File: config.mk
export PLATFORM = sky130hd
export DESIGN_NAME = i2c_hs_tracker
export DESIGN_NICKNAME = d
export VERILOG_FILES = /design/src/rtl/hs_trk_pkg.sv /design/src/rtl/hs_line_sync.sv /design/src/rtl/hs_cond_det.sv /design/src/rtl/hs_byte_rx.sv /design/src/rtl/i2c_hs_tracker.sv
export SDC_FILE = /design/constraint.sdc
export NUM_CORES = 1
export LEC_CHECK = 0
export ABC_AREA = 1
export BUFFER_PORTS_ARGS = -buffer_cell sky130_fd_sc_hd__buf_2
export CORE_UTILIZATION = 56
export CTS_CLUSTER_DIAMETER = 60
export DETAILED_ROUTE_END_ITERATION = 10
export PLACE_DENSITY = 0.81
export SETUP_SLACK_MARGIN = 0.1
export SYNTH_ARGS = -nofsm -noshare
export SYNTH_HDL_FRONTEND = slang
export SYNTH_SLANG_ARGS = --single-unit
File: constraint.sdc
create_clock -name clk -period 1.7 [get_ports clk]
set_input_delay 0.17 -clock clk [delete_from_list [all_inputs] [get_ports clk]]
set_output_delay 0.17 -clock clk [all_outputs]
set_load 0.01 [all_outputs]
File: src/rtl/hs_trk_pkg.sv
package hs_trk_pkg;

    localparam int BYTE_W     = 8;
    localparam int CODE_IDX_W = 3;
    localparam int ADDR_W     = BYTE_W - 1;
    localparam logic [BYTE_W-CODE_IDX_W-1:0] HS_CODE_PREFIX = 5'b00001;

    typedef enum logic [2:0] {
        PH_IDLE,
        PH_FIRST,
        PH_CODE_ACK,
        PH_WAIT_RS,
        PH_PAYLOAD
    } phase_t;

    typedef struct packed {
        logic scl;
        logic sda;
    } bus_t;

    typedef struct packed {
        logic              done;
        logic [BYTE_W-1:0] data;
        logic              ack_done;
        logic              ack_bit;
    } rx_evt_t;

    function automatic logic is_hs_code(input logic [BYTE_W-1:0] b);
        return b[BYTE_W-1:CODE_IDX_W] == HS_CODE_PREFIX;
    endfunction

endpackage

File: src/rtl/hs_line_sync.sv
module hs_line_sync
    import hs_trk_pkg::*;
#(
    parameter int SYNC_STAGES = 2
) (
    input  logic clk,
    input  logic rst,
    input  bus_t raw,
    output bus_t now_s,
    output bus_t prev_s
);
    localparam int LAST = SYNC_STAGES - 1;

    bus_t chain [SYNC_STAGES];

    always_ff @(posedge clk) begin
        if (rst) begin
            for (int i = 0; i < SYNC_STAGES; i++) chain[i] <= '{scl: 1'b1, sda: 1'b1};
            prev_s <= '{scl: 1'b1, sda: 1'b1};
        end else begin
            chain[0] <= raw;
            for (int i = 1; i < SYNC_STAGES; i++) chain[i] <= chain[i-1];
            prev_s <= chain[LAST];
        end
    end

    assign now_s = chain[LAST];

endmodule

File: src/rtl/hs_cond_det.sv
module hs_cond_det
    import hs_trk_pkg::*;
(
    input  logic clk,
    input  logic rst,
    input  bus_t now_s,
    input  bus_t prev_s,
    output logic start_q,
    output logic stop_q,
    output logic scl_rise
);
    logic scl_held;

    assign scl_held = now_s.scl & prev_s.scl;
    assign scl_rise = now_s.scl & ~prev_s.scl;

    always_ff @(posedge clk) begin
        if (rst) begin
            start_q <= 1'b0;
            stop_q  <= 1'b0;
        end else begin
            start_q <= scl_held & prev_s.sda & ~now_s.sda;
            stop_q  <= scl_held & ~prev_s.sda & now_s.sda;
        end
    end

endmodule

File: src/rtl/hs_byte_rx.sv
module hs_byte_rx
    import hs_trk_pkg::*;
(
    input  logic    clk,
    input  logic    rst,
    input  logic    start_q,
    input  logic    stop_q,
    input  logic    scl_rise,
    input  logic    sda,
    output rx_evt_t evt
);
    localparam int CNT_W = $clog2(BYTE_W + 1);
    localparam logic [CNT_W-1:0] ACK_SLOT = CNT_W'(BYTE_W);

    logic [CNT_W-1:0]  bit_cnt;
    logic [BYTE_W-1:0] shreg;

    always_ff @(posedge clk) begin
        if (rst) begin
            bit_cnt <= '0;
            shreg   <= '0;
            evt     <= '0;
        end else begin
            evt.done     <= 1'b0;
            evt.ack_done <= 1'b0;
            if (start_q || stop_q) begin
                bit_cnt <= '0;
            end else if (scl_rise) begin
                if (bit_cnt == ACK_SLOT) begin
                    evt.ack_done <= 1'b1;
                    evt.ack_bit  <= sda;
                    bit_cnt      <= '0;
                end else begin
                    shreg   <= {shreg[BYTE_W-2:0], sda};
                    bit_cnt <= bit_cnt + 1'b1;
                    if (bit_cnt == ACK_SLOT - 1'b1) begin
                        evt.done <= 1'b1;
                        evt.data <= {shreg[BYTE_W-2:0], sda};
                    end
                end
            end
        end
    end

    AST_BITCNT_LIMIT: assert property (@(posedge clk) disable iff (rst)
        bit_cnt <= ACK_SLOT);
    AST_BYTE_ACK_EXCL: assert property (@(posedge clk) disable iff (rst)
        !(evt.done && evt.ack_done));

endmodule

File: src/rtl/i2c_hs_tracker.sv
module i2c_hs_tracker
    import hs_trk_pkg::*;
#(
    parameter int SYNC_STAGES = 2
) (
    input  logic                  clk,
    input  logic                  rst,
    input  logic                  scl_i,
    input  logic                  sda_i,
    output logic                  hs_mode,
    output logic                  code_det,
    output logic [CODE_IDX_W-1:0] code_idx,
    output logic                  start_det,
    output logic                  stop_det,
    output logic                  addr_valid,
    output logic [ADDR_W-1:0]     addr,
    output logic                  addr_rw,
    output logic                  nack_err
);
    bus_t    now_s, prev_s;
    logic    start_q, stop_q, scl_rise;
    rx_evt_t rx;
    phase_t  phase;

    hs_line_sync #(.SYNC_STAGES(SYNC_STAGES)) u_sync (
        .clk    (clk),
        .rst    (rst),
        .raw    ('{scl: scl_i, sda: sda_i}),
        .now_s  (now_s),
        .prev_s (prev_s)
    );

    hs_cond_det u_cond (
        .clk      (clk),
        .rst      (rst),
        .now_s    (now_s),
        .prev_s   (prev_s),
        .start_q  (start_q),
        .stop_q   (stop_q),
        .scl_rise (scl_rise)
    );

    hs_byte_rx u_rx (
        .clk      (clk),
        .rst      (rst),
        .start_q  (start_q),
        .stop_q   (stop_q),
        .scl_rise (scl_rise),
        .sda      (now_s.sda),
        .evt      (rx)
    );

    assign start_det = start_q;
    assign stop_det  = stop_q;

    always_ff @(posedge clk) begin
        if (rst) begin
            phase      <= PH_IDLE;
            hs_mode    <= 1'b0;
            code_det   <= 1'b0;
            code_idx   <= '0;
            addr_valid <= 1'b0;
            addr       <= '0;
            addr_rw    <= 1'b0;
            nack_err   <= 1'b0;
        end else begin
            code_det   <= 1'b0;
            addr_valid <= 1'b0;
            nack_err   <= 1'b0;
            if (stop_q) begin
                hs_mode <= 1'b0;
                phase   <= PH_IDLE;
            end else if (start_q) begin
                phase   <= PH_FIRST;
                addr    <= '0;
                addr_rw <= 1'b0;
            end else if (rx.done && phase == PH_FIRST) begin
                if (!hs_mode && is_hs_code(rx.data)) begin
                    hs_mode  <= 1'b1;
                    code_det <= 1'b1;
                    code_idx <= rx.data[CODE_IDX_W-1:0];
                    phase    <= PH_CODE_ACK;
                end else begin
                    addr_valid <= 1'b1;
                    addr       <= rx.data[BYTE_W-1:1];
                    addr_rw    <= rx.data[0];
                    phase      <= PH_PAYLOAD;
                end
            end else if (rx.ack_done && phase == PH_CODE_ACK) begin
                nack_err <= ~rx.ack_bit;
                phase    <= PH_WAIT_RS;
            end
        end
    end

    AST_STOP_CLEARS_HS: assert property (@(posedge clk) disable iff (rst)
        stop_det |=> !hs_mode);
    AST_RS_HOLDS_HS: assert property (@(posedge clk) disable iff (rst)
        (hs_mode && start_det && !stop_det) |=> hs_mode);
    AST_HS_NEEDS_CODE: assert property (@(posedge clk) disable iff (rst)
        $rose(hs_mode) |-> code_det);
    AST_ONE_BYTE_EVENT: assert property (@(posedge clk) disable iff (rst)
        $onehot0({code_det, addr_valid, nack_err}));
    AST_NACK_IN_HS: assert property (@(posedge clk) disable iff (rst)
        nack_err |-> hs_mode);

endmodule

==> results, run 1 <==
- The area share of the largest cell type after synthesis is 50.7%.
- The flow ran to the end, and the final reports show no timing, DRC or antenna violations.
- The die is 60.2 um tall.
- In this run the count of I/O pins placed on the die edge is 21.
- The kind of cell with the highest combined delay along the critical path is simple AND/OR/NAND/NOR gates.
- The die is 60.2 um wide.
- The worst-case headroom to the max-slew limit is 67.2%.
- The total overflow left after global routing is 0.
- The first routing iteration left 40 violations.
- The number of warning messages in the yosys log is 0.
- Traced cell by cell, the critical path runs through inv_1 -> ha_1 -> nand2_1 -> nor2_4 -> nor2_4 -> buf_4 -> nand3_1 -> a21oi_1.
- The insertion delay of the later-clocked pin in the worst-skew pair is 370 ps.
- The type of element launching the critical path is a flip-flop.
- The count of TritonRoute iterations in the first routing pass is 4.
- Of the total power, combinational logic draws 3.5%.
- The mean number of vias per cell is 4.73.
- The cell accounting for the most synthesized area is dfxtp_1.
- Entering global routing, the biggest net connects 28 pins.
- The average size of a mapped cell is 7.77 um^2.
- The wire length of the first global-routing pass is 5320 um.
- The clock tree from TritonCTS is yes.
- The wire-length estimate of the detail-placed layout is 2200 um.
- In the finished design, the share of the clock period the worst path needs comes to 85.7%.
- The netlist area before placement is 1900 um^2.
- Summed over all cells, the static leakage comes to 1.02 nW.
- STA puts the critical path data arrival time at 1740 ps.
- The net switching power is 406 uW.
- The detail-routed net length per standard cell is 9.84 um.
- In this run the clock root is driven by a clkbuf_4.
- Yosys mapped the design onto 25 distinct sky130hd cell types.
- The fraction of power consumed by the clock network is 36.9%.
- The most common cell type on the critical path is nor2_4.
- In the final design database the tool counted 276 nets.
- The cell-internal power is 1.51 mW.
- In this run, CTS created clock tree buffers numbering 5.
- The critical path in this run is classified as flip-flop to flip-flop.
- The detailed-route DRC error count is 0.
- The final max-slew violation count was 0.
- The number of global-route vias before repair is 1271.
- The total wirelength of the detailed-routed design is 3100 um.
- The initial cell density of the core is 60.6%.
- Along the worst path, the maximum fanout reaches 7.
- The number of antenna violations at the first check in global routing is 0.
- The number of hold-slack violations in the final timing report is 0.
- The kind of path behind the tightest hold check is primary input to flip-flop.
- Once the clock tree was built, the resizer swapped 0 gates to a different size.
- Power spread over the standard cell area amounts to 893 nW/um^2.
- In the layout the commonest cells are 71 x nand2_1, 48 x dfxtp_1, 26 x nor2_1, 25 x inv_1, 21 x nand3_1.
- The sequential cell fraction of total power is 59.6%.
- After synthesis the netlist holds a flip-flop and latch count of 48.
- Leaving out fill and tap cells, the most frequent cell in the layout is nand2_1.
- The number of nets in the synthesized netlist is 250.
- In this run the core area contains 20 standard-cell rows.
- The post-layout total power is 1.92 mW.
- The proportion of layout cells with a drive suffix above 1 is 18.5%.
- Sequential elements use 50.7% of the synthesized area.
- By area the synthesized netlist is led by dfxtp_1 51%, nand2_1 14%, nand3_1 5.5%, nor2_1 5.1%, inv_1 4.9%.
- Across all hold checks on the routed design, the worst slack comes to 190 ps.
- The count of vias placed by the detailed router is 1489.
- At the end of routability-driven placement, the weighted congestion stood at 0.778.
- Buffers placed on the I/O ports in this run total 20.
- The maximum cell stage delay along the critical path is 380 ps.
- The post-synthesis cell count is 244.
- The worst-case IR drop observed on VDD is 629 uV.
- The region available for standard cell placement spans 3130 um^2.
- For the finished layout, the period the worst path requires is 1460 ps.
- The total inserted antenna cells is 0.
- Max-cap violations in this run came to 0.
- The clock-pin slew on the worst setup and hold paths is 120 ps.
- The number of routed nets with antenna violations is 0.
- The switching share of power is 21.2%.
- Setup violations remaining at the end of the flow were counted as 0.
- Counting both buffers and inverters, the worst setup path holds a total of 2.
- The kind of capture point of the worst setup path is a flip-flop.
- The die footprint is 3620 um^2.
- For this run, the total global-route usage over all layers was measured as 19.8%.
- The H-tree was split into 2 levels.
- The actual transition at the worst max-transition pin is 492 ps.
- The critical path required time is 1990 ps.
- Setup repair after global routing left no endpoint under its margin.
- Relative to the synthesized area, the layout overhead comes to 13.1%.
- Static timing analysis puts the maximum clock frequency at 0.687 GHz.
- For the final routed database, the setup TNS stands at 0 ps.
- Counting every sink on the clock net gives 48.
- In this run the deepest clock path goes through 2 buffers.
- On the critical path, the stage with the largest delay is an instance of dfxtp_1.
- The post-route clock skew is 21.6 ps.
-- final timing paths --
kind | start | endpoint | cells past startpoint | slack (ps)
min | rst | u_sync.prev_s[1]$_SDFF_PP1_ | 3 | 190
max | u_rx.bit_cnt[0]$_SDFFE_PP0N_ | u_rx.shreg[6]$_SDFFE_PP0P_ | 8 | 240
min reg2reg | u_sync.chain[0][1]$_SDFF_PP1_ | u_sync.chain[0][3]$_SDFF_PP1_ | 1 | 420
max reg2reg | u_rx.bit_cnt[0]$_SDFFE_PP0N_ | u_rx.shreg[6]$_SDFFE_PP0P_ | 8 | 240
-- state kept, by name, summed over array words and instances, names as in the netlist --
register	flops
addr	7
addr_rw	1
addr_valid	1
code_det	1
code_idx	3
hs_mode	1
nack_err	1
phase	3
u_cond.start_q	1
u_cond.stop_q	1
u_rx.bit_cnt	4
u_rx.evt	11
u_rx.shreg	7
u_sync.chain	4
u_sync.prev_s	2
-- logic make-up after synthesis --
| family | synth area share, % |
|---|---|
| fa+ha+maj | 1.32 |
| compound gates | 4.75 |
| xor+xnor | 0.462 |
| simple gates | 35.2 |
| buf+inv | 7.65 |
| flops | 50.7 |
-- routing by layer --
layer | part of all wire [%] | vias up | GRT usage (%)
met4 | 1.6 | 0 | 7.64
met5 | 0 | - | 0
met3 | 4.1 | 6 | 6.06
met1 | 50 | 638 | 24.6
li1 | - | 813 | -
met2 | 44 | 32 | 31.9
-- through the flow --
step                instance area [um^2]  instances  setup WS (ps)  utilization (%)
global route                        2150        315            109             68.6
detailed placement                  2020        303            217             64.6
floorplan                           1900        244            418                -
finish                              2150        315            244             68.6
CTS                                 2130        313            202             68.1
global placement                    2020        303            290             64.6
-- final cells by class --
| type | instances | area (um^2) |
|---|---|---|
| fillers | 280 | 982 |
| flip-flops and latches | 48 | 961 |
| multi-input cells | 162 | 791 |
| repair buffers | 25 | 143 |
| inverters | 28 | 106 |
| well taps | 44 | 55.1 |
| clock buffers | 6 | 51.3 |
| clock inverters | 2 | 38.8 |
-- power groups by stage --
stage / Sequential [mW] / Combinational (mW) / Clock, mW
2_1_floorplan: 1.17 / 0.0520 / 0
3_3_place_gp: 1.17 / 0.0614 / 0
3_5_place_dp: 1.17 / 0.0623 / 0
4_1_cts: 1.14 / 0.0658 / 0.716
5_1_grt: 1.14 / 0.0769 / 0.771
6_report: 1.14 / 0.0678 / 0.706
-- cell usage after synthesis --
cell type / instances
nand2_1: 71
dfxtp_1: 48
nor2_1: 26
inv_1: 25
nand3_1: 21
a21oi_1: 13
o21ai_0: 5
nor2_4: 4
or2_2: 4
clkbuf_1: 3
nor3_1: 3
buf_6: 2
ha_1: 2
inv_2: 2
nand2_2: 2
nand4_1: 2
nor2_2: 2
nor2_8: 2
buf_2: 1
clkinv_2: 1
nand2_4: 1
nand3_2: 1
nor3b_1: 1
nor4_1: 1
xor2_1: 1
-- worst register-to-register path, stage by stage, from the launching register on --
cell,delay [ps]
dfxtp_1,380
inv_1,60
ha_1,190
nand2_1,110
nor2_4,60
nor2_4,210
buf_4,170
nand3_1,60
a21oi_1,160
-- what timing repair did --
action	in CTS	in global routing
hold endpoints to repair	2	0
setup endpoints to repair	0	6
buffers inserted	0	2
hold buffers	2	0
Power figures use the tool's default switching activity.
==> run 2: changes to the inputs <==
--- a/config.mk
+++ b/config.mk
@@ -7,6 +7,7 @@
 export LEC_CHECK = 0
 export ABC_AREA = 1
 export BUFFER_PORTS_ARGS = -buffer_cell sky130_fd_sc_hd__buf_2
+export CORE_ASPECT_RATIO = 0.7
 export CORE_UTILIZATION = 56
 export CTS_CLUSTER_DIAMETER = 60
 export DETAILED_ROUTE_END_ITERATION = 10
==> run 2 against run 1 <==
Effect of this change: hold slack worse by 140 ps; final area down 1.1%; fmax grew 1.4%; sequential power about the same; die area up 0.10%; critical path type unchanged.
==> results, run 2 (synthesis results as in run 1) <==
- Sequential cells burn 60.2% of the power.
- The net switching power is 416 uW.
- The post-layout worst setup margin is 265 ps.
- The number of buffers between clock root and the deepest sink is 2.
- The cell with the largest stage delay on the worst path is dfxtp_1.
- The count of vias placed by the detailed router is 1480.
- The achievable clock frequency is 0.697 GHz.
- The number of hold-slack violations in the final timing report is 0.
- The mean number of vias per cell is 4.82.
- On the final layout, the worst clock skew is 7.96 ps.
- The floorplan step defined a die boundary enclosing 3630 um^2.
- The signal on the critical path passes through inv_1 -> ha_1 -> nand2_1 -> nor2_4 -> nor2_4 -> buf_4 -> nand3_1 -> a21oi_1.
- The total wirelength of the detailed-routed design is 3290 um.
- The maximum number of pins on one net before global-route repair is 28.
- The standard cell area after detailed placement is 2010 um^2.
- The switching share of power is 22.0%.
- The clock tree from TritonCTS is yes.
- The setup total negative slack is 0 ps.
- On the worst path, the slowest cell contributes a delay of 360 ps.
- The most common library cell in the layout ignoring fill and taps is nand2_1.
- The total instance count after detailed placement is 297.
- At the worst endpoint, the required time is 1930 ps.
- For this run, the detailed router's first-pass iteration total came to 4.
- The CTS sink count is 48.
- The number of standard-cell rows in the floorplan is 17.
- The core area is 3190 um^2.
- Setup repair after global routing left no endpoint under its margin.
- The power density relative to cell area is 892 nW/um^2.
- The growth of design area from synthesis to finish is 11.9%.
- The most common cell type on the critical path is nor2_4.
- In this run the number of H-tree levels came out at 2.
- The worst setup path is launched from a flip-flop.
- The aggregate global routing overflow is 0.
- The largest registers in the layout are u_rx.evt x11, addr x7, u_rx.shreg x7.
- The total number of nets in the final design is 274.
- The count of maximum capacitance violations is 0.
- Input and output buffers added on the ports amount to 20.
- Summing all non-filler instances in the final layout gives an area of 2120 um^2.
- The detail-routed net length per standard cell is 10.7 um.
- Pin placement for this block handled 21 I/O pins.
- The register name with the most flops is u_rx.evt.
- The worst register-to-register path begins at u_rx.bit_cnt[1]$_SDFFE_PP0N_.
- The initial cell density of the core is 59.5%.
- Clock-pin slew was measured on the worst setup and hold paths at 80 ps.
- The worst hold path belongs to the class primary input to flip-flop.
- Global routing used 21.2% of the available tracks across all layers.
- For the pin with the worst max-slew slack, the measured transition is 489 ps.
- At the end of routability-driven placement, the weighted congestion stood at 0.901.
- The hold path startpoint is sda_i.
- The number of antenna violations at the first check in global routing came to 0.
- The master cell of the clock root buffer is clkbuf_8.
- The flip-flop count of the largest register, all copies and words added is 11.
- The chip width is 71.6 um.
- The portion of the clock cycle consumed by the worst path in the final layout is 84.4%.
- At the later pin of the worst-skew pair, clock insertion delay measures 300 ps.
- In this run the worst path has a maximum fanout of 7.
- For this design the static power due to leakage is 1.01 nW.
- The setup check on the worst reg-to-reg path leaves a slack of 260 ps.
- Setup violations remaining at the end of the flow were counted as 0.
- The depth of the most critical reg-to-reg path is 8.
- In this run, the combinational gates consume 3.4% of the power.
- The detailed-route DRC error count is 0.
- The first global-routing pass estimated 5730 um of wire.
- Before CTS, the worst setup slack after placement is 225 ps.
- The count of nets left with antenna violations once routing finished came out at 0.
- In the layout the commonest cells are 71 x nand2_1, 47 x dfxtp_1, 26 x nor2_1, 25 x inv_1, 21 x nand3_1.
- In this run the tightest slew margin relative to its limit is 67.4%.
- The DRC marker count from the first detailed-route iteration is 70.
- The proportion of layout cells with a drive suffix above 1 is 19.0%.
- The worst-case hold path end point is u_sync.chain[0][0]$_SDFF_PP1_.
- The floorplan step set the die height to 50.7 um.
- The reg-to-reg endpoint is u_rx.shreg[2]$_SDFFE_PP0P_.
- The number of cells on the worst hold path is 2.
- The number of buffers inserted during clock tree synthesis is 5.
- The count of non-filler cells in the finished layout is 307.
- The number of buffers and inverters on the critical path is 2.
- The HPWL after detailed placement is 2370 um.
- The worst setup path is captured at a flip-flop.
- The startpoint-to-endpoint class of the critical path is flip-flop to flip-flop.
- The peak supply drop is 525 uV.
- The clock network accounts for 36.4% of the total power.
- Cell internal power was estimated by the tool at 1.48 mW.
- The number of antenna diodes in the final layout is 0.
- The flow ran to the end, and the final reports show no timing, DRC or antenna violations.
- At the worst endpoint, the arrival time is 1660 ps.
- The final max-slew violation count is 0.
- After layout, the minimum clock period comes to 1440 ps.
- The number of global-route vias before repair is 1322.
- The cell family contributing the most delay on the critical path is simple AND/OR/NAND/NOR gates.
==> run 2: cell type report <==
type | instances | area (um^2)
Tap cell | 38 | 47.5
Inverter | 28 | 106
Fill cell | 283 | 1070
Clock inverter | 2 | 10.0
Sequential cell | 48 | 962
Clock buffer | 6 | 82.6
Multi-Input combinational cell | 162 | 791
Timing Repair Buffer | 23 | 123
==> run 2: worst max-delay path by stage <==
| stage | from | depth (start not counted) | end | slack [ps] |
|---|---|---|---|---|
| final | u_rx.bit_cnt[1]$_SDFFE_PP0N_ | 8 | u_rx.shreg[2]$_SDFFE_PP0P_ | 260 |
| after global routing | u_rx.bit_cnt[1]$_SDFFE_PP0N_ | 8 | u_rx.shreg[2]$_SDFFE_PP0P_ | 100 |
| after CTS | u_rx.bit_cnt[0]$_SDFFE_PP0N_ | 9 | u_rx.evt[8]$_SDFFE_PP0P_ | 200 |
| after detailed placement | u_rx.bit_cnt[0]$_SDFFE_PP0N_ | 9 | u_rx.evt[8]$_SDFFE_PP0P_ | 230 |
| after global placement | u_rx.bit_cnt[0]$_SDFFE_PP0N_ | 9 | u_rx.evt[2]$_SDFFE_PP0P_ | 290 |
| after floorplan | u_rx.bit_cnt[0]$_SDFFE_PP0N_ | 9 | u_rx.shreg[4]$_SDFFE_PP0P_ | 420 |
==> run 2: power groups by stage <==
| stage | Combinational, mW | Sequential (mW) | Clock [mW] |
|---|---|---|---|
| finish | 0.0643 | 1.14 | 0.689 |
| global route | 0.0719 | 1.14 | 0.746 |
| CTS | 0.0630 | 1.14 | 0.703 |
| detailed placement | 0.0627 | 1.17 | 0 |
| global placement | 0.0615 | 1.17 | 0 |
| floorplan | 0.0520 | 1.17 | 0 |
==> run 2: metrics by stage <==
| step | util (%) | hold WS [ps] | power (mW) |
|---|---|---|---|
| floorplan | - | 274 | 1.22 |
| global placement | 63.1 | 355 | 1.23 |
| detailed placement | 63.1 | 357 | 1.23 |
| CTS | 66.0 | 43.1 | 1.91 |
| global route | 66.5 | 39.3 | 1.96 |
| finish | 66.5 | 51.5 | 1.89 |
==> run 2: layer usage <==
metal | vias to the layer above | GRT usage (%) | share of wire (%)
li1 | 806 | - | -
met1 | 638 | 27.6 | 54
met2 | 29 | 31.6 | 41
met3 | 7 | 5.62 | 3.3
met4 | 0 | 12.4 | 2.0
met5 | - | 0 | 0
==> run 2: what timing repair did <==
action	CTS	global route
resized for setup	0	1
setup endpoints to repair	0	8
buffers inserted	0	2
hold buffers	0	0
==> run 3: changes to the inputs <==
==> constraint.sdc (replaced) <==
create_clock -name clk -period 1.4 [get_ports clk]
set_input_delay 0.14 -clock clk [delete_from_list [all_inputs] [get_ports clk]]
set_output_delay 0.14 -clock clk [all_outputs]
set_load 0.01 [all_outputs]
==> run 3 against run 2 <==
Effect of this change: register-to-register slack lost 180 ps; non-clock buffer count grew 8; hold slack got worse by 34 ps; sequential share of layout area is 3.3 points lower; final area is 8.0% higher; wire length is 13% higher; critical path type unchanged; clock-buffer cell count rose by 2; sequential cell count stayed put; via count grew 5.6%; die area unchanged.
==> results, run 3 (synthesis results as in run 1) <==
- The overall die height is 50.7 um.
- The H-tree generated during clock tree synthesis spans 2 levels.
- The number of buffers inserted during clock tree synthesis is 5.
- The setup total negative slack is 0 ps.
- The number of hold-repair buffers added at the cts stage is 0.
- The reg-to-reg endpoint is u_rx.evt[5]$_SDFFE_PP0P_.
- The number of global-route vias before repair is 1356.
- Of the total power, registers draw 59.8%.
- For this run, design rule violations remaining after detail routing come to 0.
- The worst hold path belongs to the class primary input to flip-flop.
- Summed over all layers, the global routing overflow is 0.
- The worst hold path terminates at u_sync.chain[0][0]$_SDFF_PP1_.
- Setup violations remaining at the end of the flow were counted as 0.
- In this run the most critical hold path is launched from sda_i.
- In this run, the clock network consumes 35.7% of the power.
- CTS placed an instance of clkbuf_8 at the clock tree root.
- At the later pin of the worst-skew pair, clock insertion delay measures 300 ps.
- After clock tree synthesis, the clock-pin slew on the worst setup and hold paths is 80 ps.
- Compared with the post-synthesis result, the final layout area differs by 20.8%.
- STA classifies the critical path endpoint as a flip-flop.
- The critical path required time is 1650 ps.
- The count of maximum capacitance violations is 0.
- Of the cells placed in the final design, the portion with a size suffix greater than 1 is 28.4%.
- The most critical setup path has its startpoint at u_rx.bit_cnt[0]$_SDFFE_PP0N_.
- The top cell types in the final layout, fill and taps aside, are 63 x nand2_1, 46 x dfxtp_1, 25 x nor2_1, 22 x inv_1, 20 x buf_2.
- The largest registers in the layout are u_rx.evt x11, addr x7, u_rx.shreg x7.
- The wire length of the first global-routing pass is 6000 um.
- The detail route stage leaves a number of antenna-violating nets equal to 0.
- After floorplanning, the core was divided into 17 placement rows.
- The total number of nets in the final design is 283.
- Counting cells, the worst reg-to-reg path comes to 9.
- IR analysis of the VDD net gives a maximum drop of 666 uV.
- Setup repair after global routing could not meet its margin everywhere.
- The post-route clock skew is 3.96 ps.
- The HPWL after detailed placement is 2360 um.
- The number of I/O pins is 21.
- The register name with the most flops is u_rx.evt.
- Across every metal layer, demand over resource in global routing totals 22.5%.
- The portion of the clock cycle consumed by the worst path in the final layout is 93.7%.
- The final core area utilization is 71.8%.
- For the worst setup path, the data arrival time is 1560 ps.
- The count of TritonRoute iterations in the first routing pass is 4.
- In this run the horizontal extent of the chip is 71.6 um.
- Dividing the detail-routed via count by the number of cells gives 4.95.
- The combinational group share of total power is 4.5%.
- The biggest fanout along the worst timing path is 7.
- With fillers left out, the area of the finished cells amounts to 2290 um^2.
- The detail-routed net length per standard cell is 11.8 um.
- Entering global routing, the biggest net connects 28 pins.
- The static leakage is 1.06 nW.
- Net switching is 21.6% of the power.
- The flow ran to the end, and the final reports show no timing, DRC or antenna violations.
- The achievable clock frequency is 0.763 GHz.
- In this run the cell area measured after placement is 2040 um^2.
- The last weighted congestion value of the routability-driven placer is 0.870.
- Port buffering added 20 buffers.
- Subtracting the final worst setup slack from the clock period gives 1310 ps.
- The number of cells on the worst hold path is 2.
- The register-to-register setup slack is 90 ps.
- The startpoint-to-endpoint class of the critical path is flip-flop to flip-flop.
- The final max-slew violation count is 0.
- The initial utilization of the core area, before any placement, comes to 59.5%.
- The number of hold-slack violations in the final timing report is 0.
- Counting every sink on the clock net gives 48.
- The total inserted antenna cells is 0.
- The worst setup path is launched from a flip-flop.
- The DRC marker count from the first detailed-route iteration is 79.
- After floorplanning, the core was sized to cover 3190 um^2.
- The number of antenna violations at the first check in global routing was 0.
- The most common library cell in the layout ignoring fill and taps is nand2_1.
- The cell-internal power is 1.82 mW.
- The net switching power is 502 uW.
- The total wirelength of the detailed-routed design is 3720 um.
- Headroom to the max-slew limit came out at 79.3%.
- The die footprint is 3630 um^2.
- The count of vias placed by the detailed router is 1563.
- The power density relative to cell area is 1010 nW/um^2.
- TritonCTS built the clock tree.
- The actual transition at the worst max-transition pin is 311 ps.
- The longest clock path from root to sink contains 2 buffers.
- The flip-flop count of the largest register, all copies and words added is 11.
- The start of the worst register-to-register path is u_rx.bit_cnt[0]$_SDFFE_PP0N_.
[run 3: changes by cell type in the layout (fill, tap and decap cells not counted), sizes merged]
cell    change
nand2       +1
clkinv      -2
clkbuf      +2
buf         +8
[run 3: power by group through the flow]
| stage | combinational [mW] | clock, mW | sequential, mW |
|---|---|---|---|
| 2_1_floorplan | 0.0632 | 0 | 1.41 |
| 3_3_place_gp | 0.0807 | 0 | 1.42 |
| 3_5_place_dp | 0.0809 | 0 | 1.42 |
| 4_1_cts | 0.0934 | 0.847 | 1.38 |
| 5_1_grt | 0.114 | 0.902 | 1.39 |
| 6_report | 0.104 | 0.829 | 1.39 |
[run 3: how the worst max path moves through the flow]
stage                                            end
after detailed placement  u_rx.shreg[2]$_SDFFE_PP0P_
after floorplan           u_rx.shreg[4]$_SDFFE_PP0P_
after global placement      u_rx.evt[2]$_SDFFE_PP0P_
after CTS                   u_rx.evt[4]$_SDFFE_PP0P_
after global routing        u_rx.evt[5]$_SDFFE_PP0P_
final                       u_rx.evt[5]$_SDFFE_PP0P_
[run 3: routing by layer]
metal  track usage [%]  routed length, um
met1              30.6               1870
met4              11.8                 71
met3              6.02                239
met5                 0                  0
met2              32.7               1540
[run 3: worst max-delay path, stage by stage, from the launching register on]
cell	delay, ps
dfxtp_2	340
inv_2	50
ha_4	160
nand2_4	60
nor2_4	40
nor2_4	180
nand2_4	120
nor2_8	160
nand2_2	70
nand2_1	70
[run 3: through the flow]
step	total power, mW	setup WS (ps)	std cells	hold WS, ps
2_1_floorplan	1.48	118	244	244
3_3_place_gp	1.50	60.2	300	325
3_5_place_dp	1.50	46.4	300	328
4_1_cts	2.32	96.5	314	11.4
5_1_grt	2.40	28.4	316	6.58
6_report	2.32	88.6	316	17.9
[run 3: area by class of cell]
class	count	area [um^2]
Timing Repair Buffer	31	190
Inverter	28	106
Fill cell	230	898
Clock buffer	8	90.1
Tap cell	38	47.5
Sequential cell	48	963
Multi-Input combinational cell	163	895
[run 3: what timing repair did]
action,4_1_cts,5_1_grt
setup buffers,5,2
resized for setup,18,12
cloned,1,0
endpoints found under the setup margin,15,27
pin swaps,9,16
